File: src/rtl/uart_regblock_pkg.sv
package uart_regblock_pkg;
  // register word indices
  localparam logic [5:0] IX_RXD  = 6'h00;
  localparam logic [5:0] IX_TXD  = 6'h10;
  localparam logic [5:0] IX_CR1  = 6'h20;
  localparam logic [5:0] IX_CR2  = 6'h21;
  localparam logic [5:0] IX_CR3  = 6'h22;
  localparam logic [5:0] IX_CR4  = 6'h23;
  localparam logic [5:0] IX_FCR  = 6'h24;
  localparam logic [5:0] IX_SR1  = 6'h25;
  localparam logic [5:0] IX_SR2  = 6'h26;
  localparam logic [5:0] IX_BINC = 6'h29;
  localparam logic [5:0] IX_BMOD = 6'h2A;
  localparam logic [5:0] IX_BCNT = 6'h2B;
  localparam logic [5:0] IX_MS   = 6'h2C;
  localparam logic [5:0] IX_TST  = 6'h2D;

  // status 1 bits
  localparam int SR1_TXRDY = 0;
  localparam int SR1_RXRDY = 1;
  localparam int SR1_IDLE  = 2;
  localparam int SR1_RTS   = 3;
  // status 2 bits
  localparam int SR2_DRDY  = 0;
  localparam int SR2_TXFE  = 1;
  localparam int SR2_DCD   = 2;
  localparam int SR2_TXDN  = 3;
  localparam int SR2_BRK   = 8;
  // control bits
  localparam int CR1_TXFE_IE = 2;
  localparam int CR2_SRSTN   = 0;
  localparam int CR2_TXEN    = 2;
  // test view bits
  localparam int TST_RXE = 0;
  localparam int TST_TXE = 1;
  // receive word
  localparam int RXW_CHRDY = 15;

  localparam logic [15:0] W1C_MASK      = 16'hFF00;
  localparam logic [15:0] SR1_IRQ_MASK  = 16'h0003;
  localparam logic [15:0] SR2_IRQ_MASK  = 16'h0008;
  localparam logic [15:0] CR1_BOOT      = 16'h0010;
  localparam logic [15:0] CR2_BOOT      = 16'h0005;
  localparam logic [15:0] CR3_RST       = 16'h0700;
  localparam logic [15:0] BCNT_RST      = 16'h0004;
  localparam logic [15:0] RXW_RST       = 16'h4000;
  localparam logic [15:0] RXW_BRK       = 16'h5400;
endpackage

File: src/rtl/uart_rx_hold.sv
module uart_rx_hold #(
  parameter int CHAR_W = 8,
  parameter int WORD_W = 16,
  parameter logic [WORD_W-1:0] RST_WORD = '0,
  parameter logic [WORD_W-1:0] BRK_WORD = '0
) (
  input  logic              clk,
  input  logic              rst,
  input  logic              clr,
  input  logic              in_valid,
  input  logic [CHAR_W-1:0] in_data,
  input  logic              in_break,
  input  logic              pop,
  output logic              full,
  output logic [WORD_W-1:0] word,
  output logic              brk_evt
);
  logic accept;
  assign accept  = in_valid & ~full;
  assign brk_evt = accept & in_break & ~clr;

  always_ff @(posedge clk) begin
    if (rst || clr) begin
      full <= 1'b0;
      word <= RST_WORD;
    end else if (accept) begin
      full <= 1'b1;
      word <= in_break ? BRK_WORD : WORD_W'(in_data);
    end else if (pop && full) begin
      full <= 1'b0;
    end
  end
endmodule

File: src/rtl/uart_tx_path.sv
module uart_tx_path #(
  parameter int CHAR_W = 8
) (
  input  logic              clk,
  input  logic              rst,
  input  logic              clr,
  input  logic              send,
  input  logic [CHAR_W-1:0] byte_in,
  output logic              tx_valid,
  output logic [CHAR_W-1:0] tx_data
);
  always_ff @(posedge clk) begin
    if (rst || clr) begin
      tx_valid <= 1'b0;
      tx_data  <= '0;
    end else begin
      tx_valid <= send;
      if (send) tx_data <= byte_in;
    end
  end
endmodule

File: src/rtl/uart_irq_gen.sv
module uart_irq_gen #(
  parameter int REG_W = 16
) (
  input  logic             clk,
  input  logic             rst,
  input  logic [REG_W-1:0] sr1,
  input  logic [REG_W-1:0] sr2,
  input  logic [REG_W-1:0] cr1,
  input  logic [REG_W-1:0] cr4,
  output logic             irq
);
  import uart_regblock_pkg::*;
  logic hit_sr1, hit_txfe, hit_sr2;
  assign hit_sr1  = |(sr1 & cr1 & REG_W'(SR1_IRQ_MASK));
  assign hit_txfe = sr2[SR2_TXFE] & cr1[CR1_TXFE_IE];
  assign hit_sr2  = |(sr2 & cr4 & REG_W'(SR2_IRQ_MASK));

  always_ff @(posedge clk) begin
    if (rst) irq <= 1'b0;
    else     irq <= hit_sr1 | hit_txfe | hit_sr2;
  end
endmodule

File: src/rtl/uart_regblock.sv
module uart_regblock
  import uart_regblock_pkg::*;
#(
  parameter int ADDR_W = 6,
  parameter int DATA_W = 32,
  parameter int REG_W  = 16,
  parameter int CHAR_W = 8
) (
  input  logic              clk,
  input  logic              rst,
  input  logic [ADDR_W-1:0] reg_addr,
  input  logic              reg_wr,
  input  logic              reg_rd,
  input  logic [DATA_W-1:0] reg_wdata,
  output logic [DATA_W-1:0] reg_rdata,
  output logic              tx_valid,
  output logic [CHAR_W-1:0] tx_data,
  input  logic              rx_valid,
  input  logic [CHAR_W-1:0] rx_data,
  input  logic              rx_break,
  output logic              rx_ready,
  output logic              irq
);
  logic [REG_W-1:0] wlo;
  logic             unused_whi;
  assign wlo        = reg_wdata[REG_W-1:0];
  assign unused_whi = ^reg_wdata[DATA_W-1:REG_W];

  logic [REG_W-1:0] cr1, cr2, cr3, cr4, fcr, bmod, bcnt, ms;
  logic             brk_det;
  logic             rx_full, brk_evt;
  logic [REG_W-1:0] rx_word;
  logic [REG_W-1:0] sr1, sr2, tst;

  logic hit_cr2, soft_rst, send, pop, wr_sr2;
  assign hit_cr2  = reg_wr && (reg_addr == ADDR_W'(IX_CR2));
  assign soft_rst = hit_cr2 && !reg_wdata[CR2_SRSTN];
  assign send     = reg_wr && (reg_addr == ADDR_W'(IX_TXD)) && cr2[CR2_TXEN];
  assign pop      = reg_rd && (reg_addr == ADDR_W'(IX_RXD));
  assign wr_sr2   = reg_wr && (reg_addr == ADDR_W'(IX_SR2));

  uart_rx_hold #(
    .CHAR_W(CHAR_W), .WORD_W(REG_W),
    .RST_WORD(REG_W'(RXW_RST)), .BRK_WORD(REG_W'(RXW_BRK))
  ) u_rx (
    .clk(clk), .rst(rst), .clr(soft_rst),
    .in_valid(rx_valid), .in_data(rx_data), .in_break(rx_break),
    .pop(pop), .full(rx_full), .word(rx_word), .brk_evt(brk_evt)
  );

  uart_tx_path #(.CHAR_W(CHAR_W)) u_tx (
    .clk(clk), .rst(rst), .clr(soft_rst), .send(send),
    .byte_in(reg_wdata[CHAR_W-1:0]), .tx_valid(tx_valid), .tx_data(tx_data)
  );

  assign rx_ready = ~rx_full;

  // live status views; only break detect is stored
  always_comb begin
    sr1 = '0;
    sr1[SR1_TXRDY] = ~tx_valid;
    sr1[SR1_RXRDY] = rx_full;
    sr1[SR1_IDLE]  = 1'b1;
    sr1[SR1_RTS]   = 1'b1;
    sr2 = '0;
    sr2[SR2_DRDY]  = rx_full;
    sr2[SR2_TXFE]  = 1'b1;
    sr2[SR2_DCD]   = 1'b1;
    sr2[SR2_TXDN]  = ~tx_valid;
    sr2[SR2_BRK]   = brk_det;
    tst = '0;
    tst[TST_RXE]   = ~rx_full;
    tst[TST_TXE]   = 1'b1;
  end

  always_ff @(posedge clk) begin
    if (rst) begin
      cr1 <= REG_W'(CR1_BOOT);  cr2 <= REG_W'(CR2_BOOT);
      cr3 <= REG_W'(CR3_RST);   cr4 <= '0;
      fcr <= '0;  bmod <= '0;  bcnt <= REG_W'(BCNT_RST);  ms <= '0;
      brk_det <= 1'b0;
    end else if (soft_rst) begin
      cr1  <= '0;
      cr2  <= wlo | (REG_W'(1) << CR2_SRSTN);
      cr3  <= REG_W'(CR3_RST);
      bmod <= '0;
      bcnt <= REG_W'(BCNT_RST);
      brk_det <= 1'b0;
    end else begin
      if (brk_evt)                              brk_det <= 1'b1;
      else if (wr_sr2 && wlo[SR2_BRK] && W1C_MASK[SR2_BRK]) brk_det <= 1'b0;
      if (reg_wr) begin
        case (reg_addr)
          ADDR_W'(IX_CR1):  cr1  <= wlo;
          ADDR_W'(IX_CR2):  cr2  <= wlo;
          ADDR_W'(IX_CR3):  cr3  <= wlo;
          ADDR_W'(IX_CR4):  cr4  <= wlo;
          ADDR_W'(IX_FCR):  fcr  <= wlo;
          ADDR_W'(IX_BINC): bcnt <= wlo;
          ADDR_W'(IX_BMOD): bmod <= wlo;
          ADDR_W'(IX_MS):   ms   <= wlo;
          default: ;
        endcase
      end
    end
  end

  logic [REG_W-1:0] rd_val;
  always_comb begin
    case (reg_addr)
      ADDR_W'(IX_RXD):  rd_val = rx_word | (REG_W'(rx_full) << RXW_CHRDY);
      ADDR_W'(IX_CR1):  rd_val = cr1;
      ADDR_W'(IX_CR2):  rd_val = cr2;
      ADDR_W'(IX_CR3):  rd_val = cr3;
      ADDR_W'(IX_CR4):  rd_val = cr4;
      ADDR_W'(IX_FCR):  rd_val = fcr;
      ADDR_W'(IX_SR1):  rd_val = sr1;
      ADDR_W'(IX_SR2):  rd_val = sr2;
      ADDR_W'(IX_BMOD): rd_val = bmod;
      ADDR_W'(IX_BCNT): rd_val = bcnt;
      ADDR_W'(IX_MS):   rd_val = ms;
      ADDR_W'(IX_TST):  rd_val = tst;
      default:          rd_val = '0;
    endcase
  end

  always_ff @(posedge clk) begin
    if (rst)         reg_rdata <= '0;
    else if (reg_rd) reg_rdata <= DATA_W'(rd_val);
  end

  uart_irq_gen #(.REG_W(REG_W)) u_irq (
    .clk(clk), .rst(rst), .sr1(sr1), .sr2(sr2), .cr1(cr1), .cr4(cr4), .irq(irq)
  );
endmodule

File: config.mk
export PLATFORM = sky130hd
export DESIGN_NAME = uart_regblock
export DESIGN_NICKNAME = d
export VERILOG_FILES = /design/src/rtl/uart_regblock_pkg.sv /design/src/rtl/uart_rx_hold.sv /design/src/rtl/uart_tx_path.sv /design/src/rtl/uart_irq_gen.sv /design/src/rtl/uart_regblock.sv
export SDC_FILE = /design/constraint.sdc
export NUM_CORES = 1
export LEC_CHECK = 0
export BUFFER_PORTS_ARGS = -buffer_cell sky130_fd_sc_hd__buf_2
export CAP_MARGIN = 20
export CORE_MARGIN = 2
export CORE_UTILIZATION = 60
export CTS_BUF_LIST = sky130_fd_sc_hd__clkbuf_4 sky130_fd_sc_hd__clkbuf_8
export DETAILED_ROUTE_END_ITERATION = 6
export PLACE_DENSITY = 0.82
export SLEW_MARGIN = 20
export SYNTH_ARGS = -nofsm -noshare
export SYNTH_HDL_FRONTEND = slang
export SYNTH_HIERARCHICAL = 1
export SYNTH_SLANG_ARGS = --single-unit
File: constraint.sdc
create_clock -name clk -period 2.7 [get_ports clk]
set_clock_uncertainty 0.2 [all_clocks]
set_input_delay 0.54 -clock clk [delete_from_list [all_inputs] [get_ports clk]]
set_output_delay 0.54 -clock clk [all_outputs]
set_load 0.01 [all_outputs]
==> summary.txt <==
STA
  – Hold Vio Cnt, Final: 0
  – Fin crit share: 0.7715
  – Max_slew headroom: 0.6334
  – Setup WS post-layout: 0.6169 ns
  – Fin crit period: 2.083 ns
  – Final TNS setup: 0 ns
  – Final setup viols: 0
  – Final Max Slew Viols: 0
  – Maximum clock frequency: 0.4800 GHz
  – Worst-Margin Slew: 0.5485 ns
  – RSZ-0062 raised after global routing: no

Worst setup path
  – Worst EP required: 1.96 ns
  – Critical path cell sequence: inv_1 -> buf_2
  – R2R Setup Slk: 0.87 ns
  – CP max-delay cell: dfxtp_1
  – CP endpoint kind: output port
  – Max FO, Critical Path: 8
  – Worst Setup Start Kind: flip-flop
  – Critical path type: reg2out
  – CP bufs+invs: 2
  – Max incr delay on CP: 0.59 ns
  – CP top delay family: flip-flops
  – WP data arrival: 1.34 ns

Logic synthesis
  – Synth area leaders: dfxtp_1 44%, nand2_1 11%, a21oi_1 8.4%, mux2i_1 5.6%, buf_4 3.2%
  – Count of cell types in the netlist: 61
  – Synth async-reset ratio: 0
  – Commonest cells post-synth: 228 x nand2_1, 166 x dfxtp_1, 126 x a21oi_1
  – Main flop type after synthesis: dfxtp_1
  – #FFs+latches synth: 166
  – Synth Cell Area: 7513 µm²
  – Post-synthesis mux area share: 0.06944
  – Synth Area in XOR/XNOR: 0.001166
  – Compound-gate portion of the synthesized area: 0.1833
  – Number of flops mapped to enable cells by yosys: 0
  – Count leader, synth: nand2_1
  – Synth Warn #: 6
  – Cell taking the most area after synthesis: dfxtp_1
  – Yosys top cell area share: 0.4423
  – Largest family of logic cells by synthesized area: simple AND/OR/NAND/NOR gates
  – Gate Count Post-Synth: 918
  – Post-Synth Simple-Gate Area: 0.2241
  – Sequential-to-total area share from yosys stat: 0.4423
  – Syn_area_per_cell: 8.185 µm²
  – Post-Synth Adder-Cell Area: 0

Final layout
  – Filler cells: 1,036
  – Area of the multi-input gates: 3684 µm²
  – Register area: 3323 µm²
  – NumNets Final: 1,016
  – Antenna diodes: 0
  – Layout cells sized above 1: 0.1781
  – P&R area growth vs syn: 12.54%
  – Post-layout util: 0.6981

Detailed routing
  – Routed vias: 6,804
  – # DRC: 0
  – Detailed Route Iter0 Violations: 730
  – DR pass1 iterations: 6
  – Drt total wl: 21,320 µm
  – Avg WL per Cell: 18.62 µm
  – Vias per cell: 5.942
  – Final ANT Viol Nets: 0

CTS
  – Max clock buf depth: 2
  – Buffers inserted by post-CTS timing repair: 0
  – H-tree Lvls: 4
  – Clk sink count: 166
  – Post-CTS sizing: 0
  – Cts hold-fix bufs: 0
  – TritonCTS clock tree: done
  – Reg clk slew, reported paths: 0.08 ns
  – Total CTS buffers: 17
  – Root buffer cell: clkbuf_8
  – Clk_lat worst skew: 0.48 ns

Global route
  – Initial antenna violation count: 0
  – Tot GR Track Use: 0.3263
  – Vias in the first global route: 6,348
  – Largest net degree at the start of global routing: 60
  – First-pass GRT wire length: 33,160 µm
  – GRT Residual Overflow: 0

Pwr
  – Cell-internal power: 3.733 mW
  – P per Cell Area: 577.2 nW/µm²
  – Peak VDD IR: 408.2 µV
  – Net Sw Frac: 0.2352
  – Flop pwr share: 0.508
  – P_sw: 1.148 mW
  – Pwr Total: 4.881 mW
  – Leakage Power: 3.006 nW
  – Clock share of power: 0.423
  – Gate power share: 0.069

Floorplanning
  – Core ar.: 12,110 µm²
  – Initial core utilization: 0.6204
  – Die area: 13,430 µm²
  – Chip Width: 115.9 µm
  – Num rows: 40
  – Die H: 115.9 µm
  – Io pins: 95

Min path
  – Min-Delay Path Class: in2reg

Flow run
  – MaxCap Viol Count: 0

Outcome
  – Status: completed

Place
  – Port Buffers: 62
  – Gpl congestion: 0.9544
  – Post-DP HPWL: 14,440 µm
  – Place WS: 0.2353 ns
[stage by stage]
stage | instances | hold WS, ns | area (µm²)
6_report | 1145 | 0.1352 | 8456
5_1_grt | 1145 | 0.1361 | 8456
4_1_cts | 1145 | 0.1273 | 8456
3_5_place_dp | 1113 | 0.2458 | 7991
3_3_place_gp | 1113 | 0.2380 | 7991
2_1_floorplan | 937 | 0.2160 | 7585
[metal layers]
| layer | up-vias | track usage | part of all wire |
|---|---|---|---|
| met3 | 51 | 0.08421 | 0.11 |
| met5 | - | 0 | 0 |
| met4 | 0 | 0.1167 | 0.023 |
| met2 | 337 | 0.5053 | 0.45 |
| met1 | 3199 | 0.4439 | 0.42 |
| li1 | 3217 | - | - |
[logic make-up (layout without fill, tap and decap cells)]
family          after synthesis  after routing
simple gates                370            370
compound gates              218            218
flops                       166            166
buf+inv                     110            150
mux                          50             50
other cells                   3             22
xor+xnor                      1              1
[tightest hold or removal path, delay by kind of cell]
kind,cells,cell delay (ns)
buffers and inverters,1,0.09
and+or+nand+nor,1,0.06
AOI/OAI and AO/OA,1,0.06
[sequential cells by signal, indices dropped and copies added, names as in the netlist]
signal and cells:
bcnt 16, bmod 16, cr1 16, cr2 16
cr3 16, cr4 16, fcr 16, ms 16
reg_rdata 16, u_rx/word 10, u_tx/tx_data 8, brk_det 1
u_irq/irq 1, u_rx/full 1, u_tx/tx_valid 1
[worst paths after layout]
path / start / to / depth (start not counted)
max reg2reg: bcnt[1]$_SDFFE_PP0P_ / reg_rdata[1]$_SDFFE_PP0P_ / 4
max: u_rx/full$_SDFFE_PP0P_ / rx_ready / 2
min: rx_data[5] / u_rx/word[5]$_SDFFE_PP0P_ / 3
min reg2reg: cr2[9]$_SDFFE_PP0P_ / cr2[9]$_SDFFE_PP0P_ / 2
[power groups by stage]
stage,registers (mW),logic (mW),clock network (mW)
2_1_floorplan,2.53,0.237,0
6_report,2.48,0.338,2.06
3_5_place_dp,2.54,0.326,0
3_3_place_gp,2.54,0.323,0
4_1_cts,2.48,0.329,2.06
5_1_grt,2.48,0.360,2.15
[placed cells by master (no fill, tap or decap), types with 6 or more instances in the layout]
cell type  netlist  routed
nand2_1        228     228
dfxtp_1        166     166
a21oi_1        126     126
buf_2           25      62
nand3_1         47      47
buf_4           32      46
mux2i_1         42      42
nor2_1          41      40
conb_1           3      22
clkbuf_8         0      22
a221oi_1        20      20
a22o_1          10      10
a31oi_1         10      10
nand3b_1        10      10
a22oi_1         10      10
and3_1           7       7
mux2_2           7       7
a21o_1           7       7
and2_1           6       6
o22ai_1          6       6
[layout make-up]
cell class	instances	share of cell area
multi-input combinational	661	0.4356
sequential	166	0.3930
timing repair buffer	113	0.08938
clock buffer	25	0.03847
tap	168	0.02486
clock inverter	7	0.01642
inverter	5	0.002220
Power figures use the tool's default switching activity.
